==> config.mk <==
export PLATFORM = sky130hd
export DESIGN_NAME = mulshift_unit
export DESIGN_NICKNAME = d
export VERILOG_FILES = /design/src/rtl/mulshift_pkg.sv /design/src/rtl/mulshift_prep.sv /design/src/rtl/mulshift_pipe.sv /design/src/rtl/mulshift_scoreboard.sv /design/src/rtl/mulshift_unit.sv
export SDC_FILE = /design/constraint.sdc
export NUM_CORES = 2
export LEC_CHECK = 0
export BUFFER_PORTS_ARGS = -buffer_cell sky130_fd_sc_hd__buf_2
export CAP_MARGIN = 20
export CELL_PAD_IN_SITES_DETAIL_PLACEMENT = 1
export CELL_PAD_IN_SITES_GLOBAL_PLACEMENT = 1
export CORE_UTILIZATION = 47
export CTS_CLUSTER_SIZE = 24
export DETAILED_ROUTE_END_ITERATION = 10
export PLACE_DENSITY = 0.89
export SLEW_MARGIN = 20
export SYNTH_ARGS = -nofsm -noshare
export SYNTH_HDL_FRONTEND = slang
export SYNTH_SLANG_ARGS = --single-unit
==> constraint.sdc <==
create_clock -name clk_i -period 7.3 [get_ports clk_i]
set_input_delay 2.19 -clock clk_i [delete_from_list [all_inputs] [get_ports clk_i]]
set_output_delay 2.19 -clock clk_i [all_outputs]
set_load 0.01 [all_outputs]
==> src/rtl/mulshift_pkg.sv <==
package mulshift_pkg;
  typedef enum logic [2:0] {
    OP_MUL = 3'd0,
    OP_SLL = 3'd1,
    OP_SRL = 3'd2,
    OP_SRA = 3'd3,
    OP_ROL = 3'd4
  } ms_op_e;
endpackage

==> src/rtl/mulshift_prep.sv <==
module mulshift_prep
  import mulshift_pkg::*;
#(
  parameter int XLEN = 32,
  localparam int SH_W = $clog2(XLEN),
  localparam int SELW = SH_W + 1
) (
  input  ms_op_e          op_i,
  input  logic [XLEN-1:0] opb_i,
  output logic [XLEN-1:0] mcand_o,
  output logic            pass_o
);
  logic [SH_W-1:0] amt;
  logic            is_shift, is_right;
  logic [SELW-1:0] sel;

  assign amt      = opb_i[SH_W-1:0];
  assign is_shift = (op_i != OP_MUL);
  assign is_right = (op_i == OP_SRL) || (op_i == OP_SRA);
  assign sel      = is_right ? (SELW'(XLEN) - {1'b0, amt}) : {1'b0, amt};
  // right shift by zero would need 2^XLEN: bypass instead
  assign pass_o   = is_right && (amt == '0);

  always_comb begin
    if (!is_shift) begin
      mcand_o = opb_i;
    end else begin
      for (int k = 0; k < XLEN; k++) mcand_o[k] = (sel == SELW'(k));
    end
  end
endmodule

==> src/rtl/mulshift_pipe.sv <==
module mulshift_pipe
  import mulshift_pkg::*;
#(
  parameter int XLEN  = 32,
  parameter int REG_W = 5
) (
  input  logic             clk_i,
  input  logic             rst_ni,
  input  logic             in_valid_i,
  input  ms_op_e           in_op_i,
  input  logic [XLEN-1:0]  in_a_i,
  input  logic [XLEN-1:0]  in_m_i,
  input  logic             in_pass_i,
  input  logic [REG_W-1:0] in_tag_i,
  output logic             out_valid_o,
  output logic [REG_W-1:0] out_tag_o,
  output logic [XLEN-1:0]  out_data_o
);
  localparam int PW = 2 * XLEN;

  logic             v1, v2;
  ms_op_e           op1, op2;
  logic [XLEN-1:0]  a1, a2, m1, m2;
  logic             p1, p2;
  logic [REG_W-1:0] t1, t2;
  logic [PW-1:0]    prod2;
  logic [XLEN-1:0]  lo, hi, fill, res;

  always_ff @(posedge clk_i or negedge rst_ni) begin
    if (!rst_ni) begin
      v1 <= 1'b0;
      v2 <= 1'b0;
      out_valid_o <= 1'b0;
    end else begin
      v1 <= in_valid_i;
      v2 <= v1;
      out_valid_o <= v2;
    end
  end

  always_ff @(posedge clk_i) begin
    op1 <= in_op_i;
    a1  <= in_a_i;
    m1  <= in_m_i;
    p1  <= in_pass_i;
    t1  <= in_tag_i;
    op2   <= op1;
    a2    <= a1;
    m2    <= m1;
    p2    <= p1;
    t2    <= t1;
    prod2 <= {{XLEN{1'b0}}, a1} * {{XLEN{1'b0}}, m1};
    out_tag_o  <= t2;
    out_data_o <= res;
  end

  assign lo   = prod2[XLEN-1:0];
  assign hi   = prod2[PW-1:XLEN];
  // two's complement of 2^(XLEN-n) = top n bits set
  assign fill = a2[XLEN-1] ? (~m2 + {{(XLEN-1){1'b0}}, 1'b1}) : '0;

  always_comb begin
    unique case (op2)
      OP_MUL, OP_SLL: res = lo;
      OP_ROL:         res = lo | hi;
      OP_SRL:         res = p2 ? a2 : hi;
      OP_SRA:         res = p2 ? a2 : (hi | fill);
      default:        res = lo;
    endcase
  end
endmodule

==> src/rtl/mulshift_scoreboard.sv <==
module mulshift_scoreboard #(
  parameter int NREG  = 32,
  localparam int REG_W = $clog2(NREG)
) (
  input  logic             clk_i,
  input  logic             rst_ni,
  input  logic             set_i,
  input  logic [REG_W-1:0] set_idx_i,
  input  logic             clr_i,
  input  logic [REG_W-1:0] clr_idx_i,
  output logic [NREG-1:0]  pend_o
);
  for (genvar r = 0; r < NREG; r++) begin : g_reg
    if (r == 0) begin : g_zero
      assign pend_o[r] = 1'b0;
    end else begin : g_bit
      always_ff @(posedge clk_i or negedge rst_ni) begin
        if (!rst_ni) pend_o[r] <= 1'b0;
        else if (set_i && set_idx_i == REG_W'(r)) pend_o[r] <= 1'b1;
        else if (clr_i && clr_idx_i == REG_W'(r)) pend_o[r] <= 1'b0;
      end
    end
  end
endmodule

==> src/rtl/mulshift_unit.sv <==
module mulshift_unit
  import mulshift_pkg::*;
#(
  parameter int XLEN = 32,
  parameter int NREG = 32,
  localparam int REG_W = $clog2(NREG)
) (
  input  logic             clk_i,
  input  logic             rst_ni,
  input  logic             issue_valid_i,
  input  logic             is_alu_i,
  input  logic [2:0]       op_i,
  input  logic [REG_W-1:0] src_a_i,
  input  logic [REG_W-1:0] src_b_i,
  input  logic [REG_W-1:0] dst_i,
  input  logic [XLEN-1:0]  opa_i,
  input  logic [XLEN-1:0]  opb_i,
  output logic             stall_o,
  output logic             wb_valid_o,
  output logic [REG_W-1:0] wb_tag_o,
  output logic [XLEN-1:0]  wb_data_o
);
  logic [NREG-1:0] pend;
  logic [XLEN-1:0] mcand;
  logic            pass;
  logic            acc_unit;
  logic            busy_a, busy_b, busy_d;
  ms_op_e          op;

  assign op = ms_op_e'(op_i);

  // a pending register is released in the cycle its result is on writeback
  function automatic logic busy(input logic [REG_W-1:0] r);
    return pend[r] && !(wb_valid_o && wb_tag_o == r);
  endfunction

  assign busy_a   = busy(src_a_i);
  assign busy_b   = busy(src_b_i);
  assign busy_d   = busy(dst_i);
  assign stall_o  = issue_valid_i && (busy_a || busy_b || busy_d);
  assign acc_unit = issue_valid_i && !stall_o && !is_alu_i;

  mulshift_scoreboard #(.NREG(NREG)) u_sb (
    .clk_i     (clk_i),
    .rst_ni    (rst_ni),
    .set_i     (acc_unit),
    .set_idx_i (dst_i),
    .clr_i     (wb_valid_o),
    .clr_idx_i (wb_tag_o),
    .pend_o    (pend)
  );

  mulshift_prep #(.XLEN(XLEN)) u_prep (
    .op_i    (op),
    .opb_i   (opb_i),
    .mcand_o (mcand),
    .pass_o  (pass)
  );

  mulshift_pipe #(.XLEN(XLEN), .REG_W(REG_W)) u_pipe (
    .clk_i       (clk_i),
    .rst_ni      (rst_ni),
    .in_valid_i  (acc_unit),
    .in_op_i     (op),
    .in_a_i      (opa_i),
    .in_m_i      (mcand),
    .in_pass_i   (pass),
    .in_tag_i    (dst_i),
    .out_valid_o (wb_valid_o),
    .out_tag_o   (wb_tag_o),
    .out_data_o  (wb_data_o)
  );
endmodule

==> reports/results.ini, run 1 <==
[place]
place.gp.congestion = 0.9810
portBuffers = 124
pre_cts_ws_ps = -553.9
place_hpwl_um = 128600

[floorplanning]
rows = 110
initial_core_util_pct = 47.40
ios = 125
fp.dieH_um = 303.1
die_x_um = 303.1

[yosys]
avgSynthCellArea_um2 = 9.412
yosysSeqAreaShare_pct = 13.61
synth.area.top_cells = fa_1 (42%), dfxtp_1 (12%), and2_1 (8.1%)
synth_top_area_cell = fa_1
ys_warn_count = 0
dominantRegCellSynth = dfxtp_1
synth-edff-count = 0
ys_ff_latch = 281
synthCells = 4526
synth_top_area_share_pct = 42.11
synth.distinct_cells = 77
async_flop_share_pct = 12.10
syn_nets = 5776
syn-cell-area_um2 = 42600

[clock_tree]
cts_buffers = 31
h-tree-depth = 1
cts-root-buf = clkbuf_16
cts_sinks = 281
clock_path_buffers = 3

[global_route]
grt_overflow_total = 70
grt_max_degree = 38
grtUsageTotal_pct = 61.46

[outcome]
error = [ERROR GRT-0232] Routing congestion too high. Check the congestion heatmap in the GUI.
stop_stage = global routing (5_1_grt)
status = stopped before the end

[kinds of logic after synthesis]
kind of cell	share of synthesized area (%)
xor gates and xnor gates	2.138
buffers and inverters	9.954
muxes	1.598
adders and majority gates	49.98
AOI/OAI and AO/OA	6.327
DFF	13.61
and+or+nand+nor	16.40
[per-stage QoR]
step                hold slack, ps  cell area, µm²  cells
CTS                          336.0           49180   5950
detailed placement           315.0           46390   5829
global placement             310.2           46390   5829
floorplan                    309.6           42600   4526
[repair_timing]
action,4_1_cts
cloned,8
hold buffers,0
setup buffers,61
pin swaps,128
setup endpoints to repair,36
gates resized for setup,257
[per-layer routing]
metal | GRT overflow | track usage (%)
met5 | 0 | 26.19
met4 | 40 | 63.21
met3 | 1 | 46.83
met2 | 29 | 77.39
met1 | 0 | 59.76
[synth_stat cells, types with 9 or more instances]
cell type	instances
fa_1	896
nand2_1	607
nand4_1	19
nand2b_1	18
inv_1	874
xnor2_1	63
o21a_1	9
a222oi_1	12
a21o_1	29
a21oi_1	104
a211oi_1	13
o21ai_0	131
nand3_1	13
and2_1	549
xor2_1	41
nor3_1	21
a22o_1	9
o21ai_1	33
dfrtp_1	34
mux4_2	27
o21bai_1	14
and3_1	12
a31oi_1	9
clkbuf_1	240
nor2_1	86
nor2b_1	11
ha_1	268
a221o_1	10
dfxtp_1	247
nor4_1	9
a221oi_1	12
==> inputs of run 2 (changes only) <==
Settings changed: CELL_PAD_IN_SITES_DETAIL_PLACEMENT 1 to default, CELL_PAD_IN_SITES_GLOBAL_PLACEMENT 1 to default, CORE_UTILIZATION 47 to 40, CTS_CLUSTER_SIZE 24 to default, PLACE_DENSITY 0.89 to default, PLACE_DENSITY_LB_ADDON from default to 0.15.
Clock period 7.3 ns to 9.5 ns, I/O delays scaled along.
==> run 2 against run 1 <==
The flow now finishes, with violations (design-rule violations); synthesized cell count unchanged; synthesized area did not move.
==> reports/results.ini, run 2 <==
[outcome]
status = complete, but fails checks
violations = design-rule violations

[sta]
fmax_mhz = 115.4
slew_viol_final = 0
worst_pin_slew_ps = 1085
setup_tns_ps = 0
hold_violations = 0
period_needed_ps = 8666
maxSlewHeadroom_pct = 27.58
rsz0062_at_grt = no
period_share_pct = 91.22
final-setup-viol-count = 0
fin_skew_ps = 35.02

[yosys]
async_flop_share_pct = 12.10  ; unchanged
synthTopCellsByCount = fa_1 (896), inv_1 (874), nand2_1 (607), and2_1 (549), ha_1 (268)
ys_ff_latch = 281  ; unchanged
synthCells = 4526  ; unchanged
synth-simple-area-share_pct = 16.40  ; unchanged
ys_warn_count = 0  ; unchanged
synth_compound_area_share_pct = 6.327  ; unchanged
synth.area.mux_share_pct = 1.598  ; unchanged
synthXorXnorAreaFrac_pct = 2.138  ; unchanged
synth_top_area_cell = fa_1
syn-cell-area_um2 = 42600  ; unchanged
synth_adder_area_share_pct = 49.98  ; unchanged
dominantRegCellSynth = dfxtp_1
yosysSeqAreaShare_pct = 13.61  ; unchanged
synth_top_area_share_pct = 42.11  ; unchanged
synth_top_family_by_area = adder cells
syn_nets = 5776  ; unchanged
avgSynthCellArea_um2 = 9.412  ; unchanged
synth.area.top_cells = fa_1 (42%), dfxtp_1 (12%), and2_1 (8.1%)
synth-edff-count = 0  ; unchanged
synth.distinct_cells = 77  ; unchanged
yosysMostFrequentCell = fa_1

[route]
vias = 30535
routedWlPerCell_um = 22.23
drt_iter0_drc = 1794
drtAntennaViolNets = 0
drc = 12
wl_um = 133300
dr.pass1.iters = 9
viasPerCell = 5.094

[clock_tree]
cts_tree = yes
cts_buffers = 35  ; +13%
post_cts_buffers = 0  ; -100%
cts-root-buf = clkbuf_16
cts_resized = 0  ; -100%
clkTransAtPathRegs_ps = 70
clock_path_buffers = 3  ; unchanged
insertion_delay_ps = 570
cts_sinks = 281  ; unchanged
cts-hold-fix-buffers = 0  ; unchanged
h-tree-depth = 2  ; +1

[layout]
nets = 5816
drive_gt1_share_pct = 8.165
final_common_cell = fa_1
top_register = u_pipe.prod2
largest_register_ffs = 64
syn_to_final_growth_pct = 8.585
final_cell_mix = fa_1 (896), inv_1 (874), nand2_1 (607), and2_1 (549), ha_1 (268)
fill_cells = 10395
multiInputGateArea_um2 = 32570
seq_area_um2 = 5797
design_area_um2 = 46260

[global_route]
antenna_found_initial = 7
grtUsageTotal_pct = 25.78
grt_overflow_total = 0
grt_max_degree = 38
grt_pass1_wl_um = 208500
grt_pass1_vias = 33106

[setup_path]
crit_start = u_pipe.m1[14]
crit_type = reg2reg
worstPathMaxFanout = 16
rr_worst_depth = 22
required_ps = 9990
cp-start-kind = flop
regToRegEndpoint = u_pipe.prod2[62]
r2r_start = u_pipe.m1[14]
endpoint_kind = flop
r2r_slack_ps = 830
crit_arrival_ps = 9150
cp-endpoint = u_pipe.prod2[62]

[worst_hold_path]
hp-class = reg2reg
hp-start = u_pipe.t1[0]

[place]
place.gp.congestion = 0.9131  ; -6.9%
portBuffers = 124  ; unchanged
place_hpwl_um = 109100  ; -15%
place_area_um2 = 45000  ; -3.0%

[floorplanning]
die_x_um = 328.3  ; +8.3%
initial_core_util_pct = 40.41  ; -7.0 points
coreArea_um2 = 105400
fp.dieH_um = 328.3  ; +8.3%
ios = 125  ; unchanged
dieArea_um2 = 107800
rows = 119  ; +8.2%

[power_and_ir_drop]
ir_worst_vdd_mv = 0.1928
p_leak_nw = 22.09
p_per_area_nw_per_um2 = 184.3

[job]
maxCapViolCount = 0

==> run 2: cell counts after synthesis <==
No cell type changed its count.
==> run 2: cell type report <==
class                      instances  area share, %
clock buffer                      44          2.118
antenna                           10        0.05410
clock inverter                    20         0.5383
sequential                       281          12.53
timing repair buffer             253          3.489
multi-input combinational       3121          70.41
tap                             1391          3.763
inverter                         874          7.092
==> run 2: stage by stage <==
stage	hold slack, ps	total power [mW]	worst slack (ps)	utilization [%]	instances
after CTS	326.6	8.615	929.0	43.86	5984
after detailed placement	312.1	7.127	956.9	42.69	5920
final	324.1	8.527	833.8	43.88	5994
after global placement	310.0	7.135	1043	42.69	5920
after floorplan	309.6	5.102	1971	-	4526
after global routing	331.4	9.211	483.1	43.87	5989
==> run 2: how the worst min path moves through the flow <==
stage,endpoint,slack (ps),cells past startpoint
6_report,u_pipe.t2[0],320,0
5_1_grt,u_pipe.op2[1],330,0
4_1_cts,u_pipe.op2[1],330,0
3_5_place_dp,u_pipe.op2[1],310,0
3_3_place_gp,u_pipe.out_tag_o[3],310,0
2_1_floorplan,u_pipe.op2[0],310,0
==> run 2: critical path, stage by stage, from the launching register on <==
cell       delay [ps]
dfxtp_1           830
buf_4             370
and2_1            190
fa_1              420
fa_1              510
inv_1              50
fa_1              450
fa_1              500
fa_1              550
inv_1              60
fa_1              460
fa_1              540
fa_1              450
ha_1              460
nand2_1           150
nor3_1            300
nand2_1            90
a211oi_1          450
o2111ai_1         260
a211oi_1          680
o2111ai_1         300
o31ai_1           330
xor2_1            180
==> run 2: report_power, final <==
part	internal, mW	switching (mW)
combinational	2.01	3.45
sequential	1.43	0.198
clock	0.832	0.597
==> run 2: kinds of logic after synthesis <==
logic type	Yosys count
AND/OR/NAND/NOR	1386
adder cells (fa/ha/maj)	1164
buffers and inverters	1124
AO/OA/AOI/OAI	433
flip-flops	281
XOR/XNOR	104
multiplexers	34
==> run 2: routing by layer <==
layer / share of wire (%) / vias to the layer above / global-route usage (%)
li1: - / 13752 / -
met1: 43 / 15976 / 34.22
met2: 51 / 673 / 45.15
met3: 3.7 / 134 / 2.123
met4: 3.0 / 0 / 6.815
met5: 0 / - / 0
No activity file was read; power rests on OpenSTA's default activity.
